`src/rtl/dsm3_dither.sv`:
```
`timescale 1ns/1ps
module dsm3_dither #(
  parameter int IN_W       = 24,
  parameter int ACC_W      = 32,
  parameter int Q_W        = 5,
  parameter int LFSR_W     = 35,
  parameter int LFSR_TAP   = 33,
  parameter int DITH_W     = 4,
  parameter int DITH_SHIFT = 14,
  parameter logic [LFSR_W-1:0] LFSR_SEED = 1
) (
  input  logic                    clk,
  input  logic                    rst,
  input  logic                    in_valid,
  input  logic signed [IN_W-1:0]  in_sample,
  input  logic                    dither_en,
  output logic                    out_valid,
  output logic [Q_W-1:0]          out_code
);
  localparam int SUM_W   = ACC_W + 4;
  localparam int STEP_SH = IN_W - Q_W;
  localparam int LEVELS  = 2 ** Q_W;
  localparam int MID     = LEVELS / 2;

  localparam logic signed [SUM_W-1:0] SUM_MAX = {{(SUM_W-ACC_W+1){1'b0}}, {(ACC_W-1){1'b1}}};
  localparam logic signed [SUM_W-1:0] SUM_MIN = ~SUM_MAX;
  localparam logic signed [ACC_W-1:0] Q_HI    = ACC_W'(MID - 1);
  localparam logic signed [ACC_W-1:0] Q_LO    = -ACC_W'(MID);
  localparam logic signed [ACC_W-1:0] HALF_Q  = ACC_W'(1) <<< (STEP_SH - 1);

  function automatic logic signed [ACC_W-1:0] sat(input logic signed [SUM_W-1:0] x);
    if (x > SUM_MAX)      return SUM_MAX[ACC_W-1:0];
    else if (x < SUM_MIN) return SUM_MIN[ACC_W-1:0];
    else                  return x[ACC_W-1:0];
  endfunction

  logic signed [ACC_W-1:0] err1, err2, err3;
  logic [LFSR_W-1:0]       lfsr_q;

  logic signed [SUM_W-1:0] u_x, d_x, e1_x, e2_x, e3_x, loop_sum;
  logic signed [ACC_W-1:0] v, q_raw, q_clip, y_rec, err_new;
  logic [Q_W-1:0]          code_n;

  assign u_x  = SUM_W'(in_sample);
  assign d_x  = dither_en ? (SUM_W'($signed(lfsr_q[DITH_W-1:0])) <<< DITH_SHIFT) : '0;
  assign e1_x = SUM_W'(err1);
  assign e2_x = SUM_W'(err2);
  assign e3_x = SUM_W'(err3);

  assign loop_sum = u_x + d_x + (e1_x <<< 1) + e1_x - (e2_x <<< 1) - e2_x + e3_x;
  assign v        = sat(loop_sum);

  assign q_raw  = v >>> STEP_SH;
  assign q_clip = (q_raw > Q_HI) ? Q_HI : ((q_raw < Q_LO) ? Q_LO : q_raw);
  assign code_n = Q_W'(q_clip + ACC_W'(MID));

  assign y_rec   = ((ACC_W'(code_n) - ACC_W'(MID)) <<< STEP_SH) + HALF_Q;
  assign err_new = sat(SUM_W'(v) - SUM_W'(y_rec));

  always_ff @(posedge clk) begin
    if (rst) begin
      err1      <= '0;
      err2      <= '0;
      err3      <= '0;
      lfsr_q    <= LFSR_SEED;
      out_valid <= 1'b0;
      out_code  <= Q_W'(MID);
    end else begin
      out_valid <= in_valid;
      if (in_valid) begin
        err3     <= err2;
        err2     <= err1;
        err1     <= err_new;
        lfsr_q   <= {lfsr_q[LFSR_W-2:0], lfsr_q[LFSR_W-1] ^ lfsr_q[LFSR_TAP-1]};
        out_code <= code_n;
      end
    end
  end
endmodule


```
`config.mk`:
```
export PLATFORM = sky130hd
export DESIGN_NAME = dsm3_dither
export DESIGN_NICKNAME = d
export VERILOG_FILES = /design/src/rtl/dsm3_dither.sv
export SDC_FILE = /design/constraint.sdc
export NUM_CORES = 1
export LEC_CHECK = 0
export BUFFER_PORTS_ARGS = -buffer_cell sky130_fd_sc_hd__clkbuf_2
export CORE_MARGIN = 1
export CORE_UTILIZATION = 60
export CTS_BUF_LIST = sky130_fd_sc_hd__clkbuf_4 sky130_fd_sc_hd__clkbuf_8
export CTS_CLUSTER_SIZE = 20
export DETAILED_ROUTE_END_ITERATION = 10
export GPL_TIMING_DRIVEN = 0
export PLACE_DENSITY_LB_ADDON = 0.25
export REMOVE_ABC_BUFFERS = 1
export SKIP_LAST_GASP = 1
export SLEW_MARGIN = 40
export SYNTH_ARGS = -nofsm -noshare
export SYNTH_HDL_FRONTEND = slang
export SYNTH_SLANG_ARGS = --single-unit
export TNS_END_PERCENT = 10
```
`constraint.sdc`:
```
create_clock -name clk -period 8.54 [get_ports clk]
set_input_delay 0.427 -clock clk [delete_from_list [all_inputs] [get_ports clk]]
set_output_delay 0.427 -clock clk [all_outputs]
set_load 0.02 [all_outputs]
```
* Word level (Yosys, flattened, before mapping)
Cells that the tools add are included.
** Storage, ports and cells
- Bits in registers :: 137
- Bits of input ports :: 28
- Output and inout bits :: 6
- Logic and storage cells :: 30
** Operators by class
- $add $sub $neg :: 10
- Magnitude comparators :: 6
- Mux-type cells :: 7
- Bitwise logic cells :: 1
** Operator list (number)
- $mux 32 :: 4
- $add 36x32->36 :: 2
- $add 24x36->36 :: 1
- $add 36x33->36 :: 1
- $gt 36x32->1 const B :: 1
- $lt 36x32->1 const B :: 1
- $mux 36 :: 1
- $sub 36x32->36 :: 1
- $sub 36x33->36 :: 1
- $gt 33x32->1 const B :: 1
- $lt 33x32->1 const B :: 1
- $sub 32x26->33 :: 1
- $add 25x20->26 const B :: 1
- $gt 13x5->1 const B :: 1
- $lt 13x5->1 const B :: 1
- $mux 5 :: 2
- $sub 5x5->6 const B :: 1
- $add 5x5->5 const B :: 1
- $xor 1x1->1 :: 1

* Depth between registers and ports, before layout
- Depth after elaboration :: 20
- Mapped depth :: 40
- Gate-level depth less buffers :: 35

* Worst setup path before layout
No wires, ideal clock.
- Kind :: input -> register
- From :: input port in_sample[23]
- To :: register err1[13]
- Library setup time :: 0.081 ns
- Arrival time :: 9.002 ns
- Data required time :: 8.459 ns
- Slack :: -0.543 ns
- Stages :: 37
- Buffers on the path :: 6
- Cell sequence :: inv_1 > fa_1 > inv_1 > fa_1 > inv_1 > fa_1 > fa_1 > inv_1 > ha_1 > buf_2 > and4_1 > nor2b_1 > nand3_1 > or3_1 > and3_1 > or3_1 > o31ai_4 > clkbuf_1 > buf_1 > a21o_1 > inv_1 > ha_1 > clkbuf_1 > a21o_1 > a21o_1 > a21o_1 > or3_1 > o21ai_0 > nor3_1 > a21oi_1 > a211oi_1 > or2_1 > a221o_1 > buf_6 > buf_8 > maj3_2 > a211oi_2
** On the way
- Cells in the longest elaborated chain, start to end :: 19
- Elaborated cells between the ends (all ways) :: 22
- Classes of those cells :: 10 x add/sub; 6 x order compare; 6 x mux
** RTL lines
- start, declared :: RTL line 15 : input logic signed [IN_W-1:0] in_sample,
- $add 24x36->36 * :: RTL line 50 : assign loop_sum = u_x + d_x + (e1_x <<< 1) + e1_x - (e2_x <<< 1) - e2_x + e3_x;
- $add 36x33->36 * :: RTL line 50
- $add 36x32->36 * :: RTL line 50
- $sub 36x33->36 * :: RTL line 50
- $sub 36x32->36 * :: RTL line 50
- $add 36x32->36 * :: RTL line 50
- $lt 36x32->1 :: RTL line 33 : else if (x < SUM_MIN) return SUM_MIN[ACC_W-1:0];
- $mux 32 :: RTL line 33
- [2 not listed]
- $mux 5 (2 in series) :: RTL line 54 : assign q_clip = (q_raw > Q_HI) ? Q_HI : ((q_raw < Q_LO) ? Q_LO : q_raw);
- $add 5x5->5 :: RTL line 55 : assign code_n = Q_W'(q_clip + ACC_W'(MID));
- $sub 5x5->6 :: RTL line 57 : assign y_rec = ((ACC_W'(code_n) - ACC_W'(MID)) <<< STEP_SH) + HALF_Q;
- $add 25x20->26 :: RTL line 57
- $sub 32x26->33 * :: RTL line 58 : assign err_new = sat(SUM_W'(v) - SUM_W'(y_rec));
- $lt 33x32->1 :: RTL line 33
- $mux 32 :: RTL line 33
- $mux 32 * :: RTL line 32 : if (x > SUM_MAX) return SUM_MAX[ACC_W-1:0];
- end signal, assigned :: RTL line 73 : err1 <= err_new;
- end, declared :: RTL line 37 : logic signed [ACC_W-1:0] err1, err2, err3;
Mark *: on every way between the ends. The rest lies on a longest branch, timed or not.
A chain may end at the register's enable or synchronous reset.

* Worst setup path in the final report
- From :: register err1[13]
- To :: register err1[7]
** On the way
- Cells in the longest elaborated chain, start to end :: 18
- Elaborated cells between the ends (all ways) :: 21
- Classes of those cells :: 9 x add/sub; 6 x order compare; 6 x mux
** RTL lines (RTL line)
- $add 36x33->36 :: 50
- $add 36x32->36 * :: 50
- $sub 36x33->36 * :: 50
- $sub 36x32->36 * :: 50
- $add 36x32->36 * :: 50
- $lt 36x32->1 :: 33
- $mux 32 :: 33
- $mux 32 * :: 32
- $lt 13x5->1 :: 54
- $mux 5 (2 in series) :: 54
- $add 5x5->5 :: 55
- $sub 5x5->6 :: 57
- $add 25x20->26 :: 57
- $sub 32x26->33 * :: 58
- $lt 33x32->1 :: 33
- $mux 32 :: 33
- $mux 32 * :: 32
Marks and branches as above.

==> Flow_metrics.wiki <==
{| class="wikitable"
! Metric !! Value
|-
| I/O pin count || 34
|-
| Number of iterations in the first detailed-routing pass || 8
|-
| R2r endpoint || err1[7]
|-
| Aggregate global routing overflow || 0
|-
| Global-route wire length before repair || ~58000 µm
|-
| Total standard cell area after synthesis || ~15000 µm²
|-
| Antenna violations before repair || 0
|-
| Time the worst path needs with I/O delays and setup || between 8 and 9 ns
|-
| Diode count || 0
|-
| Post-CTS Hold Fix Bufs || 0
|-
| Final Wtd Congestion || 0.905
|-
| FFs w/ async S/R, synth || 0
|-
| Num CTS Buffers || 17
|-
| Worst r2r src || err1[13]
|-
| Post-layout util || 0.734
|-
| Number of distinct library cells after synthesis || 87
|-
| Clk sink count || ~140
|-
| Total of endpoints with negative setup slack in the final report || 0
|-
| Multiplexer share of the synthesized area || 0.0691
|-
| Fraction of final layout cells with drive strength greater than 1 || 0.248
|-
| Sequential fraction of the synthesis area || 0.188
|-
| Initial core utilization || 0.617
|-
| Placed wire-length estimate after detailed placement || between 20000 and 25000 µm
|-
| Overall die height || approximately 160 µm
|-
| Post-Route WL || ~38000 µm
|-
| Layout Nets || between 2k and 2.5k
|-
| Placeable core region || 23700 µm²
|-
| Vias in the first global route || 12.1k
|-
| Clock H-tree levels || 4
|-
| Synthesized-area fraction occupied by and/or/nand/nor cells || 0.129
|-
| Largest driver fanout on the critical path || 7
|-
| Vias || around 12k
|-
| Final ANT Viol Nets || 0
|-
| Row count || 56
|-
| Critical Path End Type || flop
|-
| Count of mapped cells out of synthesis || 1697
|-
| CTS Root Buffer Type || clkbuf_8
|-
| Max-slew headroom at the worst pin || 0.582
|-
| Final period util || 0.997
|-
| Synth Area in Compound Gates || 0.169
|-
| Synthesis-to-layout area growth || 18.9%
|-
| Post-Synth XOR/XNOR Area || 0.0298
|-
| Cell repeated most along the worst path || fa_1
|-
| Final-report hold violation count || 0
|-
| Upper clock frequency limit || ~120 MHz
|-
| Die Wd || about 160 µm
|-
| Adder-cell share of the synthesized area || 0.304
|-
| Mean cell area of the mapped netlist || around 8.6 µm²
|-
| Post-synth top flop || dfxtp_1
|-
| Drt wl/cell || 17.9 µm
|-
| Sort of element at the start of the critical path || flop
|-
| Full die area || 25000 µm²
|-
| Largest net degree at the start of global routing || 85
|-
| CTS clk-pin slew, worst paths || 0.11 ns
|-
| YS warnings || 0
|-
| Number of enable-type register cells in the synthesized netlist || 0
|-
| # DRC || 0
|-
| Worst hold path startpoint || rst
|-
| Worst hold path class || input pin to flop
|-
| Non-filler instance count after layout || roughly 2.1k
|-
| Largest stage delay on the critical path || between 0.5 and 0.6 ns
|-
| Outcome || complete, no violations
|-
| Required time of the critical path || 8.93 ns
|-
| Cell depth of the worst hold path || 2
|-
| #FFs+latches synth || approximately 140
|-
| Worst hold path endpoint || err1[28]
|-
| Cells after DPL || ~2.0k
|-
| Critical path class || flop to flop
|-
| Post-Route Skew || slightly below 0.02 ns
|-
| Transition time at the pin with the least slew margin || around 0.62 ns
|-
| Depth of the most critical reg-to-reg path || 36
|-
| Maximum buffer depth of the clock tree || 2
|-
| Dominant combinational cell family by area after synthesis || adder cells
|-
| Final-report max-slew violation count || 0
|-
| Arrival time of data at the critical path endpoint || 8.91 ns
|-
| CTS tree || built
|-
| Count of input and output buffers || 33
|-
| Slowest cell on the critical path || fa_1
|-
| Total routing resource utilization after global routing || 0.295
|-
| Unrepaired setup endpoints after global routing || yes
|-
| DRT iter0 DRCs || 1055
|-
| Clock latency on the worst-skew pair || roughly 0.48 ns
|-
| Routed via count divided by cell count || between 5 and 6
|-
| Setup slack, reg-to-reg || around 0.024 ns
|-
| Maximum capacitance violations || 0
|}
Yosys cell counts (28+ instances only):
cell	number	area share
ha_1	93	0.080
dfxtp_1	137	0.19
maj3_2	28	0.022
a21o_1	55	0.028
a211oi_2	30	0.026
clkbuf_1	51	0.013
fa_1	148	0.20
inv_1	337	0.086
nor2_1	168	0.043
o21ai_0	44	0.015
mux2i_1	101	0.069
a21oi_1	90	0.031
nand2_1	69	0.018
flip-flops by register name, summed over array words and instances (netlist names):
signal,flops
lfsr_q,35
out_code,5
err1,32
out_valid,1
err2,32
err3,32
kinds of logic after synthesis:
logic type      after synthesis
buf+inv                     416
mux                         101
simple gates                390
compound gates              336
fa+ha+maj                   269
flops                       137
xor+xnor                     48
placed cells by master, fill, tap and decap left out, drive strengths merged, types with 8 or more instances in the layout:
| cell | count |
|---|---|
| nor4 | 10 |
| nand3 | 27 |
| a21oi | 93 |
| or3 | 9 |
| a211oi | 45 |
| nand4 | 15 |
| ha | 93 |
| o211ai | 10 |
| o21bai | 8 |
| clkbuf | 51 |
| mux2i | 101 |
| a31oi | 12 |
| and3 | 13 |
| xnor2 | 27 |
| maj3 | 28 |
| nand2b | 12 |
| fa | 148 |
| o21a | 10 |
| buf | 106 |
| a21o | 55 |
| nand2 | 69 |
| inv | 344 |
| xor2 | 21 |
| nor3 | 26 |
| nor2 | 170 |
| o21ai | 50 |
| dfxtp | 137 |
critical path: cells and delay by family, from the launching register on:
| kind | cells | cell delay (ns) |
|---|---|---|
| AO/OA/AOI/OAI | 15 | 2.88 |
| adder cells (fa/ha/maj) | 7 | 2.95 |
| buffers and inverters | 8 | 0.84 |
| flip-flops | 1 | 0.37 |
| AND/OR/NAND/NOR | 6 | 1.38 |
metrics by stage:
| step | worst slack, ns | setup TNS [ns] | instance area (µm²) | hold slack [ns] |
|---|---|---|---|---|
| CTS | -0.0224 | -0.0955 | 16300 | 0.410 |
| global route | -0.234 | -5.54 | 17400 | 0.424 |
| finish | 0.0236 | 0 | 17400 | 0.411 |
| detailed placement | -2.02 | -57.28 | 15000 | 0.483 |
| global placement | -3.95 | -123.22 | 14800 | 0.473 |
| floorplan | -1.40 | -44.09 | 14300 | 0.460 |
timing repair:
| item | in CTS | in global routing |
|---|---|---|
| gates cloned | 2 | 2 |
| pin swaps | 44 | 85 |
| resized for setup | 109 | 153 |
| buffers inserted | 50 | 45 |
| setup endpoints to repair | 32 | 32 |
area by class of cell:
class / count / area [µm²]
inverters: 338 / 1280
multi-input cells: 1146 / 11300
clock buffers: 17 / 234
well taps: 319 / 399
clock inverters: 15 / 170
repair buffers: 140 / 1170
fillers: 1709 / 6290
flip-flops and latches: 137 / 2800
per-layer routing:
layer	share of wire	wire length, µm	up-vias	global-route usage
met5	0	0	-	0
li1	-	-	5774	-
met2	0.49	18400	518	0.510
met4	0.047	1780	0	0.127
met3	0.064	2400	164	0.0424
met1	0.40	15200	5960	0.365
worst max-delay path by stage:
stage	from	endpoint	slack, ns	cells after the start
after floorplan	in_sample[23]	err1[0]	-1.40	33
after global placement	dither_en	err1[21]	-3.95	31
after detailed placement	in_sample[23]	err1[11]	-2.02	36
after CTS	err1[1]	err1[13]	-0.02	39
after global routing	err2[3]	err1[7]	-0.23	35
final	err1[13]	err1[7]	0.02	36
Power is left out: the tool's default activity adds up to more than one toggle a clock period on the data nets, which glitch-free logic cannot reach.
